===== config.mk =====
export PLATFORM = sky130hd
export DESIGN_NAME = gpio_pinmux
export DESIGN_NICKNAME = d
export VERILOG_FILES = /design/src/rtl/gpio_pinmux_pkg.sv /design/src/rtl/gpio_strap_latch.sv /design/src/rtl/gpio_fn_decode.sv /design/src/rtl/gpio_regs.sv /design/src/rtl/gpio_pad_stage.sv /design/src/rtl/gpio_pinmux.sv
export SDC_FILE = /design/constraint.sdc
export NUM_CORES = 1
export LEC_CHECK = 0
export BUFFER_PORTS_ARGS = -buffer_cell sky130_fd_sc_hd__buf_4
export CORE_MARGIN = 2
export CORE_UTILIZATION = 40
export DETAILED_ROUTE_END_ITERATION = 12
export HOLD_SLACK_MARGIN = 0.12
export PLACE_DENSITY_LB_ADDON = 0.15
export SLEW_MARGIN = 0
export SYNTH_ARGS = -nofsm -noshare
export SYNTH_HDL_FRONTEND = slang
export SYNTH_HIERARCHICAL = 1
export SYNTH_SLANG_ARGS = --single-unit

===== constraint.sdc =====
create_clock -name clk -period 1 [get_ports clk]
set_input_delay 0.1 -clock clk [delete_from_list [all_inputs] [get_ports clk]]
set_output_delay 0.1 -clock clk [all_outputs]
set_load 0.03 [all_outputs]

===== src/rtl/gpio_pinmux_pkg.sv =====
package gpio_pinmux_pkg;
  localparam int NPIN    = 3;
  localparam int STRAP_W = 3;
  localparam int DATA_W  = 8;
  localparam int ADDR_W  = 2;
  localparam int PIN_LSB = 1;

  typedef enum logic [1:0] {
    MODE_ALL_GPIO = 2'd0,
    MODE_G1_ONLY  = 2'd1,
    MODE_ADDR_A   = 2'd2,
    MODE_ADDR_B   = 2'd3
  } strap_mode_e;
endpackage


===== src/rtl/gpio_strap_latch.sv =====
module gpio_strap_latch #(
  parameter int W = 3
) (
  input  logic         clk,
  input  logic         rst,
  input  logic [W-1:0] strap,
  output logic [W-1:0] strap_q
);
  // Tracks the strap bus while reset is held; freezes at release.
  always_ff @(posedge clk) begin
    if (rst) strap_q <= strap;
  end
endmodule


===== src/rtl/gpio_fn_decode.sv =====
module gpio_fn_decode
  import gpio_pinmux_pkg::*;
(
  input  logic [STRAP_W-1:0] strap_q,
  output logic [NPIN-1:0]    gpio_en,
  output logic               pwr_sel
);
  strap_mode_e mode;

  always_comb begin
    mode    = strap_mode_e'(strap_q[1:0]);
    gpio_en = '0;
    unique case (mode)
      MODE_ALL_GPIO: gpio_en = 3'b111;
      MODE_G1_ONLY:  gpio_en = 3'b001;
      MODE_ADDR_A,
      MODE_ADDR_B:   gpio_en = 3'b000;
      default:       gpio_en = 3'b000;
    endcase
    pwr_sel = strap_q[2];
    if (pwr_sel) gpio_en[1] = 1'b0;
  end
endmodule


===== src/rtl/gpio_regs.sv =====
module gpio_regs #(
  parameter int DATA_W    = 8,
  parameter int ADDR_W    = 2,
  parameter int NPIN      = 3,
  parameter int PIN_LSB   = 1,
  parameter int DIR_ADDR  = 0,
  parameter int DOUT_ADDR = 1,
  parameter int DIN_ADDR  = 2
) (
  input  logic              clk,
  input  logic              rst,
  input  logic [ADDR_W-1:0] reg_addr,
  input  logic              reg_wr,
  input  logic [DATA_W-1:0] reg_wdata,
  output logic [DATA_W-1:0] reg_rdata,
  input  logic [NPIN-1:0]   gpio_en,
  input  logic [NPIN-1:0]   pad_in,
  output logic [NPIN-1:0]   dir_bits,
  output logic [NPIN-1:0]   dout_bits
);
  localparam logic [ADDR_W-1:0] A_DIR  = ADDR_W'(DIR_ADDR);
  localparam logic [ADDR_W-1:0] A_DOUT = ADDR_W'(DOUT_ADDR);
  localparam logic [ADDR_W-1:0] A_DIN  = ADDR_W'(DIN_ADDR);

  logic [NPIN-1:0]   din_q;
  logic [NPIN-1:0]   sel_field;
  logic [DATA_W-1:0] rd_next;
  logic              unused_wbits;

  assign unused_wbits = ^reg_wdata;

  always_comb begin
    unique case (reg_addr)
      A_DIR:   sel_field = dir_bits;
      A_DOUT:  sel_field = dout_bits;
      A_DIN:   sel_field = din_q;
      default: sel_field = '0;
    endcase
    rd_next = '0;
    rd_next[PIN_LSB +: NPIN] = sel_field;
  end

  always_ff @(posedge clk) begin
    if (rst) begin
      dir_bits  <= '0;
      dout_bits <= '0;
      din_q     <= '0;
      reg_rdata <= '0;
    end else begin
      reg_rdata <= rd_next;
      din_q     <= pad_in & gpio_en;
      if (reg_wr && reg_addr == A_DIR)  dir_bits  <= reg_wdata[PIN_LSB +: NPIN];
      if (reg_wr && reg_addr == A_DOUT) dout_bits <= reg_wdata[PIN_LSB +: NPIN];
    end
  end
endmodule


===== src/rtl/gpio_pad_stage.sv =====
module gpio_pad_stage #(
  parameter int NPIN = 3
) (
  input  logic            clk,
  input  logic            rst,
  input  logic [NPIN-1:0] gpio_en,
  input  logic [NPIN-1:0] dir_bits,
  input  logic [NPIN-1:0] dout_bits,
  input  logic [NPIN-1:0] alt_src,
  output logic [NPIN-1:0] pad_oe,
  output logic [NPIN-1:0] pad_out
);
  for (genvar i = 0; i < NPIN; i++) begin : g_pin
    always_ff @(posedge clk) begin
      if (rst) begin
        pad_oe[i]  <= 1'b0;
        pad_out[i] <= 1'b0;
      end else if (gpio_en[i]) begin
        pad_oe[i]  <= dir_bits[i];
        pad_out[i] <= dout_bits[i];
      end else begin
        pad_oe[i]  <= 1'b1;
        pad_out[i] <= alt_src[i];
      end
    end
  end
endmodule


===== src/rtl/gpio_pinmux.sv =====
module gpio_pinmux
  import gpio_pinmux_pkg::*;
#(
  parameter int DIR_ADDR  = 0,
  parameter int DOUT_ADDR = 1,
  parameter int DIN_ADDR  = 2
) (
  input  logic               clk,
  input  logic               rst,
  input  logic [STRAP_W-1:0] strap,
  input  logic [ADDR_W-1:0]  reg_addr,
  input  logic               reg_wr,
  input  logic [DATA_W-1:0]  reg_wdata,
  output logic [DATA_W-1:0]  reg_rdata,
  input  logic [NPIN-1:0]    alt_addr,
  input  logic               alt_pwr,
  input  logic [NPIN-1:0]    pad_in,
  output logic [NPIN-1:0]    pad_oe,
  output logic [NPIN-1:0]    pad_out
);
  logic [STRAP_W-1:0] strap_q;
  logic [NPIN-1:0]    gpio_en;
  logic               pwr_sel;
  logic [NPIN-1:0]    dir_bits;
  logic [NPIN-1:0]    dout_bits;
  logic [NPIN-1:0]    alt_src;

  gpio_strap_latch #(.W(STRAP_W)) u_strap (
    .clk(clk), .rst(rst), .strap(strap), .strap_q(strap_q)
  );

  gpio_fn_decode u_dec (
    .strap_q(strap_q), .gpio_en(gpio_en), .pwr_sel(pwr_sel)
  );

  // Alternate sources: GPIO1 <- addr10, GPIO2 <- addr11 or power, GPIO3 <- addr9
  assign alt_src[0] = alt_addr[1];
  assign alt_src[1] = pwr_sel ? alt_pwr : alt_addr[2];
  assign alt_src[2] = alt_addr[0];

  gpio_regs #(
    .DATA_W(DATA_W), .ADDR_W(ADDR_W), .NPIN(NPIN), .PIN_LSB(PIN_LSB),
    .DIR_ADDR(DIR_ADDR), .DOUT_ADDR(DOUT_ADDR), .DIN_ADDR(DIN_ADDR)
  ) u_regs (
    .clk(clk), .rst(rst), .reg_addr(reg_addr), .reg_wr(reg_wr),
    .reg_wdata(reg_wdata), .reg_rdata(reg_rdata), .gpio_en(gpio_en),
    .pad_in(pad_in), .dir_bits(dir_bits), .dout_bits(dout_bits)
  );

  gpio_pad_stage #(.NPIN(NPIN)) u_pads (
    .clk(clk), .rst(rst), .gpio_en(gpio_en), .dir_bits(dir_bits),
    .dout_bits(dout_bits), .alt_src(alt_src), .pad_oe(pad_oe), .pad_out(pad_out)
  );
endmodule


[Word level (Yosys, flattened, before mapping)]
Index checks and enable logic that the tools add are counted.
Storage, ports and cells
  register bits: 26
  bits of input ports: 23
  output and inout bits: 14
  word-level logic and storage cells: 33
Cells by class
  equal/unequal tests: 5
  multiplexer cells: 10
  bitwise logic cells: 1
  reduce and logical (&&, ||, !) cells: 5
Operators by type and width (count)
  $pmux W3 S3: 2
  $mux W1: 8
  $eq A2 B2 Y1 const B: 3
  $eq A2 B1 Y1 const B: 2
  $logic_not A2 Y1: 2
  $and A3 B3 Y3: 1
  $logic_and A1 B1 Y1: 2
  $reduce_or A2 Y1: 1

[Depth between registers and ports, before layout]
Gate-level depths: netlist of run 1.
  word-level depth: 5
  gate-level depth with buffers: 4
  gate-level depth less buffers: 3

[Cells and area by module]
Netlist of run 1, hierarchy kept.
Modules (own cells, without submodules)
  gpio_regs: instances 1, cells an instance 52, area an instance 535.5 um^2, sequential area each 240.2 um^2
  gpio_pad_stage: instances 1, cells an instance 18, area an instance 187.7 um^2, sequential area each 120.1 um^2
  gpio_strap_latch: instances 1, cells an instance 3, area an instance 90.1 um^2, sequential area each 90.1 um^2
  gpio_fn_decode: instances 1, cells an instance 4, area an instance 25.0 um^2, sequential area each 0.0 um^2
  gpio_pinmux: instances 1, cells an instance 1, area an instance 15.0 um^2, sequential area each 0.0 um^2

[Least setup slack after synthesis of run 1]
No wires, ideal clock.
  kind: register to register
  from: register u_strap.strap_q[2]
  to: register u_pads.pad_out[1]
  setup time: 114 ps
  arrival time: 950 ps
  data required time: 886 ps
  path slack: -65 ps
  cell stages (with the launch flop): 5
  buffers on the path: 1
  period minus slack after synthesis: 1065 ps
  cells stage by stage: edfxtp_1 -> buf_4 -> mux2_4 -> mux2i_1 -> nor2_1
Between the ends
  cells in the longest elaborated chain, start to end: 2
  elaborated cells between the ends (all ways): 3
  those cells by class: 3 x mux
Ends and longest elaborated chain
  from (decl): line gpio_strap_latch.sv:7  | output logic [W-1:0] strap_q
  from (signal assigned): line gpio_strap_latch.sv:11  | if (rst) strap_q <= strap;
  $mux W1: line gpio_pinmux.sv:38  | assign alt_src[1] = pwr_sel ? alt_pwr : alt_addr[2];
  net alt_src[1]: line gpio_pinmux.sv:26  | logic [NPIN-1:0] alt_src;
  $mux W1: line gpio_pad_stage.sv:18  | end else if (gpio_en[i]) begin
  to (signal, indexed assignment): line gpio_pad_stage.sv:20  | pad_out[i] <= dout_bits[i];
  to (signal, indexed assignment): line gpio_pad_stage.sv:23  | pad_out[i] <= alt_src[i];
  to (decl): line gpio_pad_stage.sv:11  | output logic [NPIN-1:0] pad_out
The timed path passes the listed nets, and every way through them passes these cells.
A chain may end at the register's enable or synchronous reset.

[Worst setup path after layout of run 1]
  from: register u_strap.strap_q[1]
  to: register u_pads.pad_out[2]
Between the ends
  cells in the longest elaborated chain, start to end: 4
  elaborated cells between the ends (all ways): 7
  those cells by class: 3 x eq/ne; 2 x mux; 2 x reduce/logical
Ends and longest elaborated chain
  $eq A2 B2 Y1: line gpio_fn_decode.sv:13  | unique case (mode)
  $reduce_or A2 Y1: line gpio_fn_decode.sv:13
  $pmux W3 S3 (*): line gpio_fn_decode.sv:13
  net gpio_en[2]: line gpio_pinmux.sv:22  | logic [NPIN-1:0] gpio_en;
  $mux W1 (*): line gpio_pad_stage.sv:18
Mark *: on every way through the listed nets, which the timed path passes. The rest lies on a longest branch.

==> results.cfg, run 1 <==
[setup_path]
timing.critical_path.to_type = flop
critical_path_arrival_ps = 1230
kind_of_critical_path = reg -> reg
cp_data_required_time_ps = 1210
critPathLaunch = u_strap/strap_q[1]$_DFFE_PP_
crit-reg2reg-launch = u_strap/strap_q[1]$_DFFE_PP_
worst-r2r-setup-slack_ps = -20
cp_max_fo = 3
kind_of_start_point_of_the_critical_path = flop

[clock_tree]
cts.repair_timing.setup_buffer_count = 0
cts_made_buffers = 3
clkSinkCount = 21
cts_tree = yes
ctsRootBufferMaster = sky130_fd_sc_hd__clkbuf_4
clk_path_buf_depth = 2
clkSlewWorstSetupHoldPaths_ps = 120
clock_insertion_delay_worst_skew_ps = 300
cts_max_level = 1
post_cts_hold_buffer_count = 11

[routing]
first_iter_violations = 4
remaining_drc_errors = 0
antenna_violating_nets_post_route = 0
detail_route.vias_per_cell = 4.33
drt_pass1_iterations = 5
routed-via-count = 619
detail_route.wl_per_cell_um = 11.1
wl_um = 1580

[global_route]
antenna_found_initial = 0
grt_first_pass_wirelength_um = 2820
largest_net_degree_at_the_start_of_global_routing = 15
grt_remaining_overflow = 0
grt_pass1_vias = 645
grt.total_usage_pct = 14.9

[yosys]
synth.top_cells.by_area = sky130_fd_sc_hd__dfxtp_1, sky130_fd_sc_hd__mux2i_1, sky130_fd_sc_hd__edfxtp_1
async_flop_share_pct = 0
post_synth_edffs = 3
syn_avg_cell_area_sq_um = 10.9
ys_dominant_reg_cell = sky130_fd_sc_hd__dfxtp_1
synth.top_cell.area_share_pct = 42.2
synth_area_sq_um = 853
yosys.cell_types.count = 18
synth-warning-count = 6
synth.largest_area_cell = sky130_fd_sc_hd__dfxtp_1
leading_cell_types_by_count_after_synthesis = sky130_fd_sc_hd__dfxtp_1, sky130_fd_sc_hd__mux2i_1, sky130_fd_sc_hd__nand2b_1
ys_ff_latch = 21
yosysMostFrequentCell = sky130_fd_sc_hd__dfxtp_1
synth_sequential_area_ratio_pct = 52.8
synth_cells = 78

[die]
design.die.area_sq_um = 2520
io_pins = 37
chip_width_um = 50.2
die_y_um = 50.2
row_count = 16
core-area_sq_um = 1980
floorplan.initialDensity_pct = 43.1

[finish]
design.final.nets = 140
stdcell_area_sq_um = 1180
antennaDiodeCount = 0
final_core_utilization_pct = 59.6
layout-area-overhead-vs-synth_pct = 38.4
layout-drive-gt1-share_pct = 31.9

[min_path]
hold_class = in -> reg
worstHoldStart = rst

[sta]
maxSlewViolCount = 0
setup-violations-final = 2
final_setup_margin_ps = -15.4
whs_ps = 40.9
fin_crit_ps = 1020
timing.final.crit_share_pct = 102
clock_skew_ps = 12.5
max_clock_freq_mhz = 985
endpoints_failing_hold = 0
setup_repair_after_global_routing_missed_its_margin = yes

[place]
hpwlAfterDp_um = 1120
placement.io_buffers = 26
place.gp.congestion = 0.748
detailedPlace.worstSlack_ps = -22.0
placed_inst_area_sq_um = 1040

[status]
failing_checks = setup timing
result_of_the_run = finished with violations

[run]
maxCapViolCount = 0

[power]
static-leakage-power_nw = 0.518
power.density_cell_area_nw_per_um2 = 1360
ir_drop_worst_case_vdd_uv = 998
-- worst paths after layout --
path / to / depth (start not counted)
max: u_pads/pad_out[2]$_SDFF_PP0_ / 3
min: u_regs/din_q[0]$_SDFF_PP0_ / 2
max reg2reg: u_pads/pad_out[2]$_SDFF_PP0_ / 3
min reg2reg: u_pads/pad_oe[2]$_SDFF_PP0_ / 2
-- final cells by class --
class	count	area (sq um)
repair buffers	39	320
inverters	4	15.0
multi-input cells	48	334
fillers	181	801
well taps	27	33.8
clock inverters	1	5.00
flip-flops and latches	21	450
clock buffers	3	22.5
-- timing repair --
item,CTS,global route
resized for setup,0,1
endpoints found under the setup margin,2,4
hold endpoints to repair,17,8
-- sequential cells by signal, summed over array words and instances, names as in the netlist --
signal and flops:
u_pads/pad_oe 3, u_pads/pad_out 3, u_regs/din_q 3, u_regs/dir_bits 3, u_regs/dout_bits 3, u_regs/reg_rdata 3, u_strap/strap_q 3
-- cells by family after synthesis --
family                 Yosys count  synth area share, %
AOI/OAI and AO/OA                6                 3.96
buffers and inverters           13                 10.1
DFF                             21                 52.8
muxes                           13                 15.8
other                            1                0.439
and+or+nand+nor                 24                 16.9
-- where the power goes --
| part | internal [W] | switching, W |
|---|---|---|
| logic | 0.000147 | 0.000144 |
| registers | 0.000899 | 0.0000202 |
| clock network | 0.000149 | 0.000251 |
-- worst max-delay path, stage by stage (launching register included) --
cell                       delay, ps
sky130_fd_sc_hd__edfxtp_1        440
sky130_fd_sc_hd__nor2_1          230
sky130_fd_sc_hd__mux2i_1         220
sky130_fd_sc_hd__nor2_1           60
-- metrics by stage --
| step | std cells | power [W] | setup TNS [ps] |
|---|---|---|---|
| 3_5_place_dp | 128 | 0.00120 | -34.8 |
| 6_report | 143 | 0.00161 | -20.1 |
| 5_1_grt | 143 | 0.00171 | -278 |
| 2_1_floorplan | 82 | 0.00111 | -64.9 |
| 3_3_place_gp | 128 | 0.00119 | 0 |
| 4_1_cts | 143 | 0.00162 | -63.9 |
-- per-layer routing --
metal	up-vias	global-route usage [%]	share of wire, %
met2	26	24.6	48
met5	-	0	0
met3	4	2.98	6.2
li1	321	-	-
met1	268	19.2	45
met4	0	5.56	1.4
-- placed cells by master (no fill, tap or decap) --
| master | Yosys | routed |
|---|---|---|
| sky130_fd_sc_hd__a21oi_1 | 3 | 3 |
| sky130_fd_sc_hd__and3b_1 | 1 | 1 |
| sky130_fd_sc_hd__buf_4 | 6 | 28 |
| sky130_fd_sc_hd__clkbuf_4 | 0 | 3 |
| sky130_fd_sc_hd__clkinv_2 | 0 | 1 |
| sky130_fd_sc_hd__conb_1 | 1 | 5 |
| sky130_fd_sc_hd__dfxtp_1 | 18 | 18 |
| sky130_fd_sc_hd__dlygate4sd3_1 | 0 | 11 |
| sky130_fd_sc_hd__edfxtp_1 | 3 | 3 |
| sky130_fd_sc_hd__inv_1 | 4 | 4 |
| sky130_fd_sc_hd__mux2_4 | 1 | 1 |
| sky130_fd_sc_hd__mux2i_1 | 12 | 12 |
| sky130_fd_sc_hd__nand2_1 | 3 | 2 |
| sky130_fd_sc_hd__nand2_2 | 0 | 1 |
| sky130_fd_sc_hd__nand2b_1 | 10 | 10 |
| sky130_fd_sc_hd__nor2_1 | 7 | 7 |
| sky130_fd_sc_hd__nor3_2 | 1 | 1 |
| sky130_fd_sc_hd__nor3b_4 | 1 | 1 |
| sky130_fd_sc_hd__o22ai_1 | 3 | 3 |
| sky130_fd_sc_hd__or2_2 | 1 | 1 |
(Power assumes the default switching activity.)
==> run 2, diff against run 1 <==
==> constraint.sdc (replaced) <==
create_clock -name clk -period 0.82 [get_ports clk]
set_input_delay 0.082 -clock clk [delete_from_list [all_inputs] [get_ports clk]]
set_output_delay 0.082 -clock clk [all_outputs]
set_load 0.03 [all_outputs]
==> run 2 against run 1 <==
Compared with the run above: the run ends with hold timing, setup timing left; global-route usage grew 0.94 points; count of clock-buffer cells in the layout increased by 1; critical endpoint is now u_pads/pad_out[1]$_SDFF_PP0_; highest routed layer unchanged; largest cell class unchanged; sequential share of layout area decreased by 2.2 points; die area did not move; hold slack got worse by 94 ps.
==> results.cfg, run 2 (synthesis results as in run 1) <==
[status]
result_of_the_run = finished with violations
failing_checks = hold timing, setup timing

[finish]
layout_common_cells = sky130_fd_sc_hd__buf_4, sky130_fd_sc_hd__mux2i_1, sky130_fd_sc_hd__dlygate4sd3_1, sky130_fd_sc_hd__buf_6, sky130_fd_sc_hd__nand2b_1
multi_input_comb_area_sq_um = 340
mostFrequentLayoutCell = sky130_fd_sc_hd__buf_4
final_core_utilization_pct = 64.8
design.final.nets = 145
antennaDiodeCount = 0
layout-area-overhead-vs-synth_pct = 50.4
n_fill_cell = 173
layout-drive-gt1-share_pct = 43.0
regArea_sq_um = 462

[sta]
clock_skew_ps = 2.58
final_setup_margin_ps = -207
fin_crit_ps = 1030
timing.final.crit_share_pct = 125
max_clock_freq_mhz = 974
maxSlewViolCount = 0
setup-violations-final = 18
whs_ps = -53.2
endpoints_failing_hold = 1
setup_repair_after_global_routing_missed_its_margin = yes
timing.setup.tns_ps = -1290

[clock_tree]
clock_insertion_delay_worst_skew_ps = 300
clkSlewWorstSetupHoldPaths_ps = 110
cts_made_buffers = 3
clkSinkCount = 21
cts_max_level = 1
post_cts_hold_buffer_count = 12
clk_path_buf_depth = 2
ctsRootBufferMaster = sky130_fd_sc_hd__clkbuf_4
cts.repair_timing.setup_buffer_count = 0
cts_tree = yes

[die]
row_count = 16
floorplan.initialDensity_pct = 43.1
die_y_um = 50.2
design.die.area_sq_um = 2520
chip_width_um = 50.2
io_pins = 37
core-area_sq_um = 1980

[power]
internal-power_w = 0.00151
static-leakage-power_nw = 0.560
ir_drop_worst_case_vdd_uv = 992
power.density_cell_area_nw_per_um2 = 1590
total_switching_power_w = 0.000526
combPwrFrac_pct = 20.0
sw_frac_of_total_pct = 25.8
clock_power_share_pct = 24.4
power.sequential.fraction_pct = 55.6

[global_route]
antenna_found_initial = 0
grt_first_pass_wirelength_um = 2900
grt.total_usage_pct = 15.8
grt_remaining_overflow = 0
largest_net_degree_at_the_start_of_global_routing = 12
grt_pass1_vias = 635

[routing]
antenna_violating_nets_post_route = 0
wl_um = 1790
remaining_drc_errors = 0
routed-via-count = 660
drt_pass1_iterations = 2
first_iter_violations = 4
detail_route.wl_per_cell_um = 12.1
detail_route.vias_per_cell = 4.46

[place]
place.gp.congestion = 0.724
hpwlAfterDp_um = 1180
placement.io_buffers = 26

[setup_path]
cp_data_required_time_ps = 1030
cp_max_fo = 2
timing.critical_path.to_type = flop
kind_of_start_point_of_the_critical_path = flop
critical_path_arrival_ps = 1240
kind_of_critical_path = reg -> reg
ff2ff_path_depth = 3

[min_path]
hold_class = in -> reg
min_path_cells = 2

[run]
maxCapViolCount = 0
==> run 2: path summary, 6_finish.rpt <==
path	from	end	slack (ps)
worst max-delay path	u_strap/strap_q[2]$_DFFE_PP_	u_pads/pad_out[1]$_SDFF_PP0_	-210
worst min-delay path	rst	u_pads/pad_out[0]$_SDFF_PP0_	-50
worst max register to register	u_strap/strap_q[2]$_DFFE_PP_	u_pads/pad_out[1]$_SDFF_PP0_	-210
worst min register to register	u_regs/dir_bits[1]$_SDFFE_PP0P_	u_pads/pad_oe[1]$_SDFF_PP0_	480
==> run 2: timing repair <==
action / 4_1_cts / 5_1_grt
pin swaps: 0 / 2
gates cloned: 0 / 0
hold endpoints to repair: 19 / 6
resized for setup: 17 / 7
setup endpoints to repair: 16 / 18
==> run 2: critical path: stages (launching register included) <==
cell,delay [ps]
sky130_fd_sc_hd__edfxtp_1,450
sky130_fd_sc_hd__nor3_2,230
sky130_fd_sc_hd__mux2i_1,210
sky130_fd_sc_hd__nor2_1,50
==> run 2: stage by stage <==
step	cell area [sq um]	setup slack [ps]	total power, W	cells
floorplan	871	-245	0.00135	82
global placement	1070	-175	0.00147	132
detailed placement	1070	-188	0.00148	132
CTS	1260	-205	0.00203	148
global route	1280	-269	0.00213	148
finish	1280	-207	0.00204	148
==> run 2: power by group through the flow <==
stage	clock network (W)	logic [W]	registers, W
after floorplan	0	0.000164	0.00119
after global placement	0	0.000328	0.00114
after detailed placement	0	0.000333	0.00115
after CTS	0.000508	0.000394	0.00113
after global routing	0.000558	0.000435	0.00114
final	0.000497	0.000408	0.00113
==> run 2: cell type report <==
class	count	share of cell area, %
well taps	27	2.63
inverters	4	1.36
repair buffers	44	31.5
flip-flops and latches	21	36.0
multi-input cells	48	26.5
clock buffers	4	2.05
==> run 2: routing by layer <==
metal / global-route usage, % / share of wire (%) / wire [um]
met1: 18.2 / 40 / 708
met2: 26.8 / 52 / 927
met3: 5.06 / 6.2 / 111
met4: 6.94 / 2.3 / 42
met5: 0 / 0 / 0
